File: config.mk
export PLATFORM = sky130hd
export DESIGN_NAME = mc_ctrl
export DESIGN_NICKNAME = d
export VERILOG_FILES = /design/src/rtl/mc_ctrl_pkg.sv /design/src/rtl/mc_op_class.sv /design/src/rtl/mc_next_state.sv /design/src/rtl/mc_ctrl_decode.sv /design/src/rtl/mc_ctrl.sv
export SDC_FILE = /design/constraint.sdc
export NUM_CORES = 1
export LEC_CHECK = 0
export BUFFER_PORTS_ARGS = -buffer_cell sky130_fd_sc_hd__buf_2
export CORE_UTILIZATION = 38
export DETAILED_ROUTE_END_ITERATION = 8
export PLACE_DENSITY = 0.73
export SETUP_SLACK_MARGIN = 0.15
export SLEW_MARGIN = 20
export SYNTH_ARGS = -nofsm -noshare
export SYNTH_HDL_FRONTEND = slang
export SYNTH_SLANG_ARGS = --single-unit
File: constraint.sdc
create_clock -name clk_i -period 1.4 [get_ports clk_i]
set_input_delay 0.21 -clock clk_i [delete_from_list [all_inputs] [get_ports clk_i]]
set_output_delay 0.21 -clock clk_i [all_outputs]
set_load 0.01 [all_outputs]
File: src/rtl/mc_ctrl_pkg.sv
package mc_ctrl_pkg;
  parameter int OP_W = 6;

  localparam logic [OP_W-1:0] OPC_RTYPE = 6'h00;
  localparam logic [OP_W-1:0] OPC_ORI   = 6'h0D;
  localparam logic [OP_W-1:0] OPC_LD    = 6'h23;
  localparam logic [OP_W-1:0] OPC_ST    = 6'h2B;
  localparam logic [OP_W-1:0] OPC_BEQ   = 6'h04;

  localparam int SEL_W = 2;
  localparam logic [SEL_W-1:0] ALU_ADD  = 2'b00;
  localparam logic [SEL_W-1:0] ALU_SUB  = 2'b01;
  localparam logic [SEL_W-1:0] ALU_FUNC = 2'b10;
  localparam logic [SEL_W-1:0] ALU_OR   = 2'b11;

  localparam logic [SEL_W-1:0] SRCB_FOUR = 2'b00;
  localparam logic [SEL_W-1:0] SRCB_REG  = 2'b01;
  localparam logic [SEL_W-1:0] SRCB_BOFS = 2'b10;
  localparam logic [SEL_W-1:0] SRCB_IMM  = 2'b11;

  typedef enum logic [3:0] {
    ST_FETCH, ST_DECODE, ST_EX_R, ST_WB_R, ST_EX_ORI, ST_WB_ORI,
    ST_EX_ADDR, ST_MEM_RD, ST_WB_LD, ST_MEM_WR, ST_EX_BR
  } mc_state_e;

  typedef enum logic [2:0] {
    CL_R, CL_ORI, CL_LD, CL_ST, CL_BR, CL_BAD
  } op_class_e;

  typedef struct packed {
    logic             ir_wr;
    logic             pc_wr;
    logic             pc_wr_cond;
    logic             pc_src;
    logic             addr_sel;
    logic             mem_rd;
    logic             mem_wr;
    logic             reg_wr;
    logic             reg_dst;
    logic             wb_sel;
    logic             alu_a_sel;
    logic [SEL_W-1:0] alu_b_sel;
    logic [SEL_W-1:0] alu_op;
    logic             ext_sign;
  } mc_ctrl_t;
endpackage

File: src/rtl/mc_op_class.sv
module mc_op_class
  import mc_ctrl_pkg::*;
(
  input  logic [OP_W-1:0] opcode_i,
  output op_class_e       cls_o
);
  always_comb begin
    unique case (opcode_i)
      OPC_RTYPE: cls_o = CL_R;
      OPC_ORI:   cls_o = CL_ORI;
      OPC_LD:    cls_o = CL_LD;
      OPC_ST:    cls_o = CL_ST;
      OPC_BEQ:   cls_o = CL_BR;
      default:   cls_o = CL_BAD;
    endcase
  end
endmodule

File: src/rtl/mc_next_state.sv
module mc_next_state
  import mc_ctrl_pkg::*;
(
  input  mc_state_e state_i,
  input  op_class_e cls_i,
  input  logic      imem_wait_i,
  input  logic      dmem_wait_i,
  output mc_state_e state_o
);
  always_comb begin
    state_o = ST_FETCH;
    unique case (state_i)
      ST_FETCH:  state_o = imem_wait_i ? ST_FETCH : ST_DECODE;
      ST_DECODE: begin
        unique case (cls_i)
          CL_R:          state_o = ST_EX_R;
          CL_ORI:        state_o = ST_EX_ORI;
          CL_LD, CL_ST:  state_o = ST_EX_ADDR;
          CL_BR:         state_o = ST_EX_BR;
          default:       state_o = ST_FETCH;
        endcase
      end
      ST_EX_R:    state_o = ST_WB_R;
      ST_EX_ORI:  state_o = ST_WB_ORI;
      // opcode comes from IR, so it is still valid here
      ST_EX_ADDR: state_o = (cls_i == CL_LD) ? ST_MEM_RD :
                            (cls_i == CL_ST) ? ST_MEM_WR : ST_FETCH;
      ST_MEM_RD:  state_o = dmem_wait_i ? ST_MEM_RD : ST_WB_LD;
      ST_MEM_WR:  state_o = dmem_wait_i ? ST_MEM_WR : ST_FETCH;
      default:    state_o = ST_FETCH;
    endcase
  end
endmodule

File: src/rtl/mc_ctrl_decode.sv
module mc_ctrl_decode
  import mc_ctrl_pkg::*;
(
  input  mc_state_e state_i,
  input  logic      imem_wait_i,
  input  logic      dmem_wait_i,
  output mc_ctrl_t  ctrl_o
);
  always_comb begin
    ctrl_o          = '0;
    ctrl_o.ext_sign = 1'b1;
    unique case (state_i)
      ST_FETCH: begin
        ctrl_o.mem_rd    = 1'b1;
        ctrl_o.ir_wr     = !imem_wait_i;
        ctrl_o.pc_wr     = !imem_wait_i;
        ctrl_o.alu_b_sel = SRCB_FOUR;
        ctrl_o.alu_op    = ALU_ADD;
      end
      ST_DECODE: begin
        ctrl_o.alu_b_sel = SRCB_BOFS;
        ctrl_o.alu_op    = ALU_ADD;
      end
      ST_EX_R: begin
        ctrl_o.alu_a_sel = 1'b1;
        ctrl_o.alu_b_sel = SRCB_REG;
        ctrl_o.alu_op    = ALU_FUNC;
      end
      ST_WB_R: begin
        ctrl_o.reg_wr  = 1'b1;
        ctrl_o.reg_dst = 1'b1;
      end
      ST_EX_ORI: begin
        ctrl_o.alu_a_sel = 1'b1;
        ctrl_o.alu_b_sel = SRCB_IMM;
        ctrl_o.alu_op    = ALU_OR;
        ctrl_o.ext_sign  = 1'b0;
      end
      ST_WB_ORI: ctrl_o.reg_wr = 1'b1;
      ST_EX_ADDR: begin
        ctrl_o.alu_a_sel = 1'b1;
        ctrl_o.alu_b_sel = SRCB_IMM;
        ctrl_o.alu_op    = ALU_ADD;
      end
      ST_MEM_RD: begin
        ctrl_o.addr_sel = 1'b1;
        ctrl_o.mem_rd   = 1'b1;
      end
      ST_WB_LD: begin
        ctrl_o.reg_wr = 1'b1;
        ctrl_o.wb_sel = 1'b1;
      end
      ST_MEM_WR: begin
        ctrl_o.addr_sel = 1'b1;
        ctrl_o.mem_wr   = !dmem_wait_i;
      end
      ST_EX_BR: begin
        ctrl_o.alu_a_sel  = 1'b1;
        ctrl_o.alu_b_sel  = SRCB_REG;
        ctrl_o.alu_op     = ALU_SUB;
        ctrl_o.pc_wr_cond = 1'b1;
        ctrl_o.pc_src     = 1'b1;
      end
      default: ;
    endcase
  end
endmodule

File: src/rtl/mc_ctrl.sv
module mc_ctrl
  import mc_ctrl_pkg::*;
(
  input  logic             clk_i,
  input  logic             rst_ni,
  input  logic [OP_W-1:0]  opcode_i,
  input  logic             zero_i,
  input  logic             imem_wait_i,
  input  logic             dmem_wait_i,
  output logic             ir_wr_o,
  output logic             pc_wr_o,
  output logic             pc_wr_cond_o,
  output logic             pc_en_o,
  output logic             pc_src_o,
  output logic             addr_sel_o,
  output logic             mem_rd_o,
  output logic             mem_wr_o,
  output logic             reg_wr_o,
  output logic             reg_dst_o,
  output logic             wb_sel_o,
  output logic             alu_a_sel_o,
  output logic [SEL_W-1:0] alu_b_sel_o,
  output logic [SEL_W-1:0] alu_op_o,
  output logic             ext_sign_o
);
  mc_state_e state_q, state_d;
  op_class_e cls;
  mc_ctrl_t  ctrl;

  mc_op_class i_cls (.opcode_i(opcode_i), .cls_o(cls));

  mc_next_state i_nxt (
    .state_i(state_q), .cls_i(cls),
    .imem_wait_i(imem_wait_i), .dmem_wait_i(dmem_wait_i),
    .state_o(state_d)
  );

  mc_ctrl_decode i_dec (
    .state_i(state_q), .imem_wait_i(imem_wait_i),
    .dmem_wait_i(dmem_wait_i), .ctrl_o(ctrl)
  );

  always_ff @(posedge clk_i or negedge rst_ni) begin
    if (!rst_ni) state_q <= ST_FETCH;
    else         state_q <= state_d;
  end

  assign ir_wr_o      = ctrl.ir_wr;
  assign pc_wr_o      = ctrl.pc_wr;
  assign pc_wr_cond_o = ctrl.pc_wr_cond;
  assign pc_en_o      = ctrl.pc_wr | (ctrl.pc_wr_cond & zero_i);
  assign pc_src_o     = ctrl.pc_src;
  assign addr_sel_o   = ctrl.addr_sel;
  assign mem_rd_o     = ctrl.mem_rd;
  assign mem_wr_o     = ctrl.mem_wr;
  assign reg_wr_o     = ctrl.reg_wr;
  assign reg_dst_o    = ctrl.reg_dst;
  assign wb_sel_o     = ctrl.wb_sel;
  assign alu_a_sel_o  = ctrl.alu_a_sel;
  assign alu_b_sel_o  = ctrl.alu_b_sel;
  assign alu_op_o     = ctrl.alu_op;
  assign ext_sign_o   = ctrl.ext_sign;
endmodule

==> results of run 1 <==
[repair_timing]
action,CTS
resized for setup,26
buffers inserted,5
pin swaps,4
hold buffers,1
hold endpoints to repair,4
endpoints found under the setup margin,20
[cells by family after synthesis]
family,Yosys count,synth area share
AO/OA/AOI/OAI,20,0.2592
XOR/XNOR,1,0.01712
buffers and inverters,10,0.09286
flip-flops,4,0.1956
multiplexers,1,0.02200
AND/OR/NAND/NOR,39,0.4133
[Yosys cell counts, drive strengths merged]
cell / instances / area (sq um)
a21oi: 3 / 15.01
o21ai: 6 / 30.03
clkbuf: 5 / 20.01
o31ai: 1 / 7.510
o22ai: 1 / 6.260
or4: 1 / 7.510
nor3: 5 / 25.02
or3: 1 / 6.260
nor3b: 1 / 7.510
xnor2: 1 / 8.760
o311ai: 1 / 8.760
o41ai: 2 / 17.52
o221ai: 1 / 8.760
nand2b: 3 / 18.77
a211oi: 2 / 15.01
and3: 1 / 6.260
nor2b: 2 / 12.51
and3b: 1 / 8.760
and2: 1 / 6.260
or2: 1 / 6.260
nor4: 2 / 12.51
o22a: 1 / 8.760
a21o: 2 / 15.01
nand4: 1 / 6.260
nand2: 5 / 18.77
mux2: 1 / 11.26
buf: 4 / 23.76
nor2: 8 / 30.03
dfrtp: 4 / 100.1
nand3: 5 / 30.03
nand4b: 1 / 8.760
inv: 1 / 3.750
[metrics by stage]
stage	cell area, sq um	setup TNS [ns]	cells	hold slack, ns
floorplan	541.8	-0.1452	75	-0.08559
global placement	775.7	-0.02860	124	0.01384
detailed placement	775.7	-0.1721	124	0.01380
CTS	954.7	-1.685	133	0.2970
==> reports/summary.txt, run 1 <==
Ys Warns: 0
Clock Sink Count: 4
WEP type: primary output
Die Ht: 38.70 um
Largest net degree at the start of global routing: 11
Num ports: 28
Dpl ws: -0.07007 ns
Post-DP HPWL: 1177 um
Yosys reg bits: 4
Netlist cell types: 36
Die W: 38.70 um
Syn_area_per_cell: 6.823 sq um
Mapped cell area: 511.7 sq um
Global placement routability congestion: 0.8501
Std cell rows: 12
CTS Buffer Depth: 2
Mapped Nets: 86
Synth Instances: 75
Err: [ERROR DPL-0033] detailed placement checks failed during check placement.
Seq/Total Area, Yosys: 0.1956
Stopped at: global routing
Initial Util: 0.4370
Crit. endpoint post-GRT repair: pc_en_o
Initial antenna violation count: 0
Root buffer cell: clkbuf_4
CTS H-tree lvls: 1
Number of port buffers: 27
Status: aborted with a tool error
TritonCTS buffer count: 3
==> run 2: changes to the inputs <==
--- a/config.mk
+++ b/config.mk
@@ -6,10 +6,10 @@
 export NUM_CORES = 1
 export LEC_CHECK = 0
 export BUFFER_PORTS_ARGS = -buffer_cell sky130_fd_sc_hd__buf_2
-export CORE_UTILIZATION = 38
+export CORE_AREA = 2 2 63 65
 export DETAILED_ROUTE_END_ITERATION = 8
-export PLACE_DENSITY = 0.73
-export SETUP_SLACK_MARGIN = 0.15
+export DIE_AREA = 0 0 65 67
+export PLACE_DENSITY_LB_ADDON = 0.15
 export SLEW_MARGIN = 20
 export SYNTH_ARGS = -nofsm -noshare
 export SYNTH_HDL_FRONTEND = slang
==> constraint.sdc (replaced) <==
create_clock -name clk_i -period 1.8 [get_ports clk_i]
set_input_delay 0.27 -clock clk_i [delete_from_list [all_inputs] [get_ports clk_i]]
set_output_delay 0.27 -clock clk_i [all_outputs]
set_load 0.01 [all_outputs]
==> reports/summary.txt, run 2 <==
Status: finished clean
Peak supply drop: 0.0003385 V
Initial Util: 0.1419
Die W: 65 um
Fillers: 426
Share of cells above drive strength 1: 0.4667
Fraction of power consumed by the clock network: 0.235
TNS Setup: 0 ns
CTS Buffer Depth: 2
CP required: 1.53 ns
Top cells by count, synth: nor2_1, o21ai_0, nand2_1, nor3_1
Routed Antenna Nets: 0
Number of port buffers: 27
Most frequent cells in the layout: buf_2, buf_4, nor2_1
CP Launch Type: flip-flop
Grt total ovfl: 0
Final Skew: 0.004499 ns
Top-area cell type share of the netlist area: 0.1956
Worst R2R Path Depth: 4
Top cells by area in the synthesized netlist: dfrtp_1, o21ai_0, nor2_1
TritonCTS buffer count: 3
Fin nets: 118
Power Density: 978.9 nW/um^2
CP Capture Type: output pin
Die ar.: 4355 sq um
Initial antenna violation count: 0
Biggest regs: state_q x4
Setup slack, reg-to-reg: 0.27 ns
Crit-path max cell delay: 0.44 ns
Worst skew pair latency: 0.22 ns
Sw Ratio: 0.4069
First-pass GRT wire length: 2677 um
Critical-path cell list: or2_4, nor4_4, a21o_1, buf_2
Vias in the first global route: 601
Max-slew violations: 0
Logic pwr share: 0.555
Die Ht: 67 um
Seq/Total Area, Yosys: 0.1956
Post-layout min period: 1.686 ns
Worst-path clk slew: 0.03 ns
Hold depth: 2
DR vias: 636
CTS H-tree lvls: 1
Sequential Area: 103.9 sq um
Max FFs per register: 4
Remaining design rule violation count: 0
Switching power: 322.9 uW
Crit path max fanout: 6
Num ports: 28
Syn_area_per_cell: 6.823 sq um
Pre-antenna DRT Iters: 2
Static Leak: 0.3723 nW
Placed instance count: 147
Top register by number of flip-flops: state_q
Yosys reg bits: 4
Vias per cell: 4.157
Worst slew margin: 0.7479
Seq pwr share: 0.209
Unrepaired setup endpoints after global routing: false
Largest net degree at the start of global routing: 17
Clock Sink Count: 4
Global placement routability congestion: 0.6881
Fin crit share: 0.9368
Routed wire length: 1719 um
Most used DFF post-synth: dfrtp_1
Worst path slowest cell: dfrtp_2
Wirelength per Cell: 11.24 um
Post-Layout Cell Count: 153
Core area: 3606 sq um
Ys Warns: 0
MaxCap Viol Count: 0
CTS tree: built
Synth Instances: 75
Slew @ Worst Pin: 0.3746 ns
Mapped cell area: 511.7 sq um
Netlist cell types: 36
Critical path class: flip-flop to output pin
Setup-failing EPs final: 0
Final Hold Fails: 0
Commonest non-fill, non-tap cell in the layout: buf_2
Starting DRT DRC Count: 37
Most used standard cell by instance count after synthesis: nor2_1
Root buffer cell: clkbuf_8
Global-route usage over all layers: 0.08149
Area Growth Syn to Fin: 58.44%
ANT cells: 0
Achievable Freq: 593.0 MHz
Post-synth top area cell: dfrtp_1
Mapped Nets: 86
Post-synthesis async set-or-reset flop share: 1.000
Multi-input gate area: 396.6 sq um
CP arrival: 1.42 ns
Std cell rows: 22
Internal power: 470.7 uW
Post-DP HPWL: 1371 um
Hold Path Class: input port to flip-flop
Post-synth EDFFs: 0
==> run 2: worst paths after layout <==
kind / from / to
max: state_q[3]$_DFF_PN0_ / pc_en_o
min: opcode_i[4] / state_q[3]$_DFF_PN0_
max reg2reg: state_q[3]$_DFF_PN0_ / state_q[2]$_DFF_PN0_
min reg2reg: state_q[2]$_DFF_PN0_ / state_q[1]$_DFF_PN0_
max in group asynchronous: rst_ni / state_q[1]$_DFF_PN0_
min in group asynchronous: rst_ni / state_q[0]$_DFF_PN0_
==> run 2: layer usage <==
metal | up-vias | track usage | routed length (um)
li1 | 338 | - | -
met1 | 279 | 0.1016 | 795
met2 | 19 | 0.1379 | 811
met3 | 0 | 0.02027 | 112
met4 | 0 | 0.02394 | 0
met5 | - | 0 | 0
==> run 2: critical path, delay by kind of cell (launching register included) <==
kind	cells	cell delay, ns
AO/OA/AOI/OAI	1	0.11
flip-flops	1	0.44
AND/OR/NAND/NOR	2	0.52
buffers and inverters	1	0.12
==> run 2: final cells by class <==
class                      instances  area share
tap                               48     0.07407
timing repair buffer              36      0.2531
clock buffer                       3     0.05093
multi-input combinational         61      0.4892
inverter                           1    0.004630
sequential                         4      0.1281
==> run 2: timing repair <==
action	CTS	global route
cloned	0	0
buffers inserted	0	2
hold endpoints to repair	4	0
hold buffers	1	0
pin swaps	0	1
resized for setup	4	8
setup endpoints to repair	4	7
==> run 2: metrics by stage <==
step	util	worst slack, ns	power (mW)	hold WS (ns)	area, sq um
2_1_floorplan	-	0.1031	0.4064	-0.02559	511.7
3_3_place_gp	0.1964	0.1741	0.5645	0.07856	708.2
3_5_place_dp	0.1964	0.1542	0.5667	0.08189	708.2
4_1_cts	0.2137	0.03192	0.7788	0.3809	770.7
5_1_grt	0.2248	0.01914	0.8732	0.4141	810.8
6_report	0.2248	0.1138	0.7937	0.3918	810.8
==> run 2: kinds of logic (layout without fill, tap and decap cells) <==
| group | after synthesis | after routing | synth area share |
|---|---|---|---|
| flip-flops | 4 | 4 | 0.1956 |
| buffers and inverters | 10 | 40 | 0.09286 |
| AO/OA/AOI/OAI | 20 | 20 | 0.2592 |
| XOR/XNOR | 1 | 1 | 0.01712 |
| multiplexers | 1 | 1 | 0.02200 |
| AND/OR/NAND/NOR | 39 | 39 | 0.4133 |
==> run 2: power by group through the flow <==
stage	logic, mW	registers (mW)	clock network [mW]
3_5_place_dp	0.401	0.165	0
2_1_floorplan	0.291	0.115	0
6_report	0.441	0.166	0.187
3_3_place_gp	0.400	0.164	0
4_1_cts	0.411	0.170	0.198
5_1_grt	0.494	0.176	0.204
Note: power is estimated with default switching activity, not from simulation.
==> run 3: changes to the inputs <==
--- a/config.mk
+++ b/config.mk
@@ -5,6 +5,7 @@
 export SDC_FILE = /design/constraint.sdc
 export NUM_CORES = 1
 export LEC_CHECK = 0
+export ABC_AREA = 1
 export BUFFER_PORTS_ARGS = -buffer_cell sky130_fd_sc_hd__buf_2
 export CORE_AREA = 2 2 63 65
 export DETAILED_ROUTE_END_ITERATION = 8
==> reports/summary.txt, run 3 <==
Commonest non-fill, non-tap cell in the layout: buf_2
Most used cell, CP: inv_1
Vias per cell: 3.667
Starting DRT DRC Count: 31
Global placement routability congestion: 0.8119
Clock Sink Count: 4
Most used standard cell by instance count after synthesis: nand2_1
Hold Path Class: input port to async pin
Most used DFF post-synth: dfrtp_1
Routed met2 length: 655 um
CP arrival: 1.29 ns
CTS H-tree lvls: 1
Setup repair bufs after CTS: 0
Top-area cell type share of the netlist area: 0.2083
First-pass GRT wire length: 2470 um
Number of port buffers: 27
Post-layout min period: 1.563 ns
TNS Setup: 0 ns
Mapped cell area: 480.5 sq um
TritonCTS buffer count: 3
Unrepaired setup endpoints after global routing: false
Initial antenna violation count: 0
Grt total ovfl: 0
Peak supply drop: 0.0001422 V
Fin crit share: 0.8684
Routed met1 length: 698 um
Crit path max fanout: 5
Top cells by count, synth: nand2_1, nor2_1, inv_1
Fillers: 418
Share of cells above drive strength 1: 0.3008
Worst-path clk slew: 0.03 ns
Final Skew: 0.0004257 ns
Netlist cell types: 11
ANT cells: 0
Max-slew violations: 0
Mapped Nets: 105
Post-synth top area cell: dfrtp_1
Die W: 65 um
CP Launch Type: flip-flop
Syn_area_per_cell: 5.111 sq um
Slew @ Worst Pin: 0.3478 ns
Post-route setup slack: 0.2369 ns
Dpl ws: 0.3933 ns
Num ports: 28
Synth Instances: 94
Routed wire length: 1496 um
Vias in the first global route: 570
Die Ht: 67 um
Uppermost layer routed: met4
Yosys reg bits: 4
Worst slew margin: 0.7663
Routed Antenna Nets: 0
Post-synth EDFFs: 0
CP Capture Type: output pin
Power Density: 628.0 nW/um^2
Status: finished clean
Std cell rows: 22
Critical path class: flip-flop to output pin
Setup-failing EPs final: 0
Critical-path cell list: nor2_1, inv_1, nor2_2, inv_1, nand2_1, buf_2
Worst skew pair latency: 0.21 ns
Met3 WL post-DR: 122 um
Max FFs per register: 4
Wirelength per Cell: 8.749 um
Worst path slowest cell: dfrtp_1
Top register by number of flip-flops: state_q
Global-route usage over all layers: 0.07517
Static Leak: 0.4328 nW
CTS tree: built
Pre-antenna DRT Iters: 4
Crit-path max cell delay: 0.41 ns
Achievable Freq: 639.8 MHz
Post-DP HPWL: 1292 um
Most frequent cells in the layout: buf_2, nand2_1, nor2_1
Final Hold Fails: 0
Seq/Total Area, Yosys: 0.2083
Ys Warns: 0
Top cells by area in the synthesized netlist: dfrtp_1, nand2_1, nor2_1
Total power: 448.6 uW
Biggest regs: state_q x4
Fin util: 0.1981
CP required: 1.53 ns
DR vias: 627
Buf+Inv Stages, Crit Path: 3
Core area: 3606 sq um
Largest delay share family, worst path: flip-flops
Remaining design rule violation count: 0
Area Growth Syn to Fin: 48.70%
CTS Buffer Depth: 2
Root buffer cell: clkbuf_8
MaxCap Viol Count: 0
Post-synthesis async set-or-reset flop share: 1.000
Largest net degree at the start of global routing: 7
Die ar.: 4355 sq um
Initial Util: 0.1332
Fin nets: 136
-- run 3: cell types whose count changed after synthesis, moves of 3 or more --
cell / change
nand2b_1: -3
nand3_1: +3
nor2_1: +14
a21oi_1: -3
inv_2: +3
inv_1: +15
nor2_2: +3
clkbuf_1: -4
nand2_1: +21
-- run 3: report_power, final --
part	internal [mW]	switching, mW	total [mW]
Combinational	0.0565	0.0966	0.153
Sequential	0.0986	0.0116	0.110
Clock	0.142	0.0431	0.185
-- run 3: cells by family (layout without fill, tap and decap cells) --
group,count (synthesis),after routing,share of synthesized area
AND/OR/NAND/NOR,63,63,0.5495
buffers and inverters,21,50,0.1797
AO/OA/AOI/OAI,6,6,0.06250
flip-flops,4,4,0.2083
-- run 3: area by class of cell --
cell class	count	area (sq um)	area share
Clock buffer	3	41.29	0.05779
Inverter	19	71.32	0.09982
Multi-Input combinational cell	69	296.5	0.4151
Sequential cell	4	100.1	0.1401
Tap cell	48	60.06	0.08406
Timing Repair Buffer	28	145.1	0.2032
-- run 3: worst paths after layout --
| kind | startpoint | to | slack, ns | cells past startpoint |
|---|---|---|---|---|
| worst max-delay path | state_q[1]$_DFF_PN0_ | alu_op_o[0] | 0.24 | 6 |
| worst min-delay path | rst_ni | state_q[0]$_DFF_PN0_ | 0.39 | 2 |
| worst max register to register | state_q[1]$_DFF_PN0_ | state_q[3]$_DFF_PN0_ | 0.63 | 5 |
| worst min register to register | state_q[1]$_DFF_PN0_ | state_q[2]$_DFF_PN0_ | 0.79 | 4 |
| max in group asynchronous | rst_ni | state_q[3]$_DFF_PN0_ | 1.30 | 2 |
| min in group clk_i | opcode_i[1] | state_q[3]$_DFF_PN0_ | 0.42 | 4 |
-- run 3: repair_timing --
action | in CTS | in global routing
setup endpoints to repair | 0 | 1
hold buffers | 1 | 0
gates resized for setup | 0 | 1
hold endpoints to repair | 4 | 0
-- run 3: stage by stage --
| stage | hold WS (ns) | instance area, sq um | cells |
|---|---|---|---|
| finish | 0.3908 | 714.4 | 171 |
| global route | 0.3917 | 714.4 | 171 |
| CTS | 0.3849 | 711.9 | 171 |
| detailed placement | 0.07788 | 660.6 | 167 |
| global placement | 0.07784 | 660.6 | 167 |
| floorplan | -0.02559 | 480.5 | 94 |
-- run 3: metal layers --
metal | vias up | track usage
met1 | 260 | 0.08981
met3 | 4 | 0.02196
met4 | 0 | 0.04787
met5 | - | 0
met2 | 25 | 0.1173
li1 | 338 | -
==> run 4: changes to the inputs <==
--- a/config.mk
+++ b/config.mk
@@ -10,7 +10,7 @@
 export CORE_AREA = 2 2 63 65
 export DETAILED_ROUTE_END_ITERATION = 8
 export DIE_AREA = 0 0 65 67
-export PLACE_DENSITY_LB_ADDON = 0.15
+export PLACE_DENSITY = 0.32
 export SLEW_MARGIN = 20
 export SYNTH_ARGS = -nofsm -noshare
 export SYNTH_HDL_FRONTEND = slang
==> reports/summary.txt, run 4 (synthesis results as in run 3) <==
Peak supply drop: 0.0001337 V
Std cell rows: 22
Routed wire length: 1461 um
Worst skew pair latency: 0.21 ns
Core area: 3606 sq um
First-pass GRT wire length: 2387 um
Slew @ Worst Pin: 0.3000 ns
Fin crit share: 0.8695
Achievable Freq: 639.0 MHz
Final Hold Fails: 0
Min Hold Slack: 0.3867 ns
RR Endpoint: state_q[3]$_DFF_PN0_
Worst-path clk slew: 0.03 ns
Pre-antenna DRT Iters: 4
Share of cells above drive strength 1: 0.2927
Hold Path Class: input port to async pin
Finished Cell Area: 711.9 sq um
Global-route usage over all layers: 0.07303
Max-slew violations: 0
Post-DP HPWL: 1296 um
Num ports: 28
Routed Antenna Nets: 0
Placed cell area: 660.6 sq um
Sequential Area: 100.1 sq um
Starting DRT DRC Count: 26
Fillers: 432
Clock Sink Count: 4
Post-layout min period: 1.565 ns
Remaining design rule violation count: 0
Initial Util: 0.1332
Largest net degree at the start of global routing: 7
Multi-input gate area: 294.0 sq um
Number of port buffers: 27
Root buffer cell: clkbuf_8
Commonest non-fill, non-tap cell in the layout: buf_2
Vias in the first global route: 581
Worst R2R Path Depth: 5
Worst slew margin: 0.7984
Most frequent cells in the layout: buf_2, nand2_1, nor2_1
Wirelength per Cell: 8.544 um
Worst R2R Start: state_q[2]$_DFF_PN0_
Power Density: 620.7 nW/um^2
Global placement routability congestion: 0.8559
TNS Setup: 0 ns
CP Capture Type: output pin
CP Launch Type: flip-flop
CTS Buffer Depth: 2
Die Ht: 67 um
Final Skew: 0.001974 ns
Setup slack, reg-to-reg: 0.67 ns
Setup-failing EPs final: 0
DR vias: 614
MaxCap Viol Count: 0
Critical path class: flip-flop to output pin
CTS H-tree lvls: 1
Biggest regs: state_q x4
CP required: 1.53 ns
TritonCTS buffer count: 3
Initial antenna violation count: 0
Critical Path Start: state_q[2]$_DFF_PN0_
Crit path max fanout: 5
Grt total ovfl: 0
Top register by number of flip-flops: state_q
Fin nets: 136
CP arrival: 1.30 ns
Die W: 65 um
Vias per cell: 3.591
Static Leak: 0.4332 nW
Max FFs per register: 4
Die ar.: 4355 sq um
Area Growth Syn to Fin: 48.18%
Status: finished clean
Unrepaired setup endpoints after global routing: false
CTS tree: built
ANT cells: 0
Setup crit end: mem_wr_o
[run 4: cell count changes in the layout (fill, tap and decap cells not counted)]
cell / previous run / this run
nor2_2: 4 / 3
nor2_1: 21 / 22
[run 4: final cells by class]
cell class,count,share of cell area
well taps,48,0.08436
inverters,19,0.1002
multi-input cells,69,0.4130
repair buffers,28,0.2039
clock buffers,3,0.05800
flip-flops and latches,4,0.1406
[run 4: worst min-delay path by stage]
| stage | startpoint | endpoint | slack [ns] | cells after the start |
|---|---|---|---|---|
| CTS | rst_ni | state_q[2]$_DFF_PN0_ | 0.40 | 2 |
| global placement | rst_ni | state_q[2]$_DFF_PN0_ | 0.08 | 1 |
| detailed placement | rst_ni | state_q[2]$_DFF_PN0_ | 0.08 | 1 |
| finish | rst_ni | state_q[2]$_DFF_PN0_ | 0.39 | 2 |
| global route | rst_ni | state_q[3]$_DFF_PN0_ | 0.40 | 2 |
| floorplan | rst_ni | state_q[0]$_DFF_PN0_ | -0.03 | 0 |
[run 4: metal layers]
layer / wire length, um / track usage
met1: 666 / 0.08073
met2: 683 / 0.1198
met3: 111 / 0.02365
met4: 0 / 0.04787
met5: 0 / 0
[run 4: power breakdown]
group	internal, mW	total [mW]	switching [mW]
Sequential	0.0986	0.109	0.0105
Combinational	0.0563	0.149	0.0927
Clock	0.142	0.184	0.0417
[run 4: what timing repair did]
item	CTS	global route
hold buffers	1	0
resized for setup	0	0
endpoints found under the setup margin	0	0
buffers inserted	0	0
endpoints found under the hold margin	4	0
[run 4: metrics by stage]
stage          cells  setup slack [ns]  power [mW]    util
3_3_place_gp     167            0.4189      0.2627  0.1832
4_1_cts          171            0.2134      0.4499  0.1974
2_1_floorplan     94            0.5284      0.1998       -
6_report         171            0.2350      0.4419  0.1974
3_5_place_dp     167            0.4386      0.2610  0.1832
5_1_grt          171           0.06906      0.4819  0.1974
[run 4: worst max-delay path, cell delays in order, from the launching register on]
cell,delay [ns]
dfrtp_1,0.42
inv_2,0.08
nand2_1,0.09
nor2_1,0.19
inv_1,0.08
nor2_1,0.08
buf_2,0.13
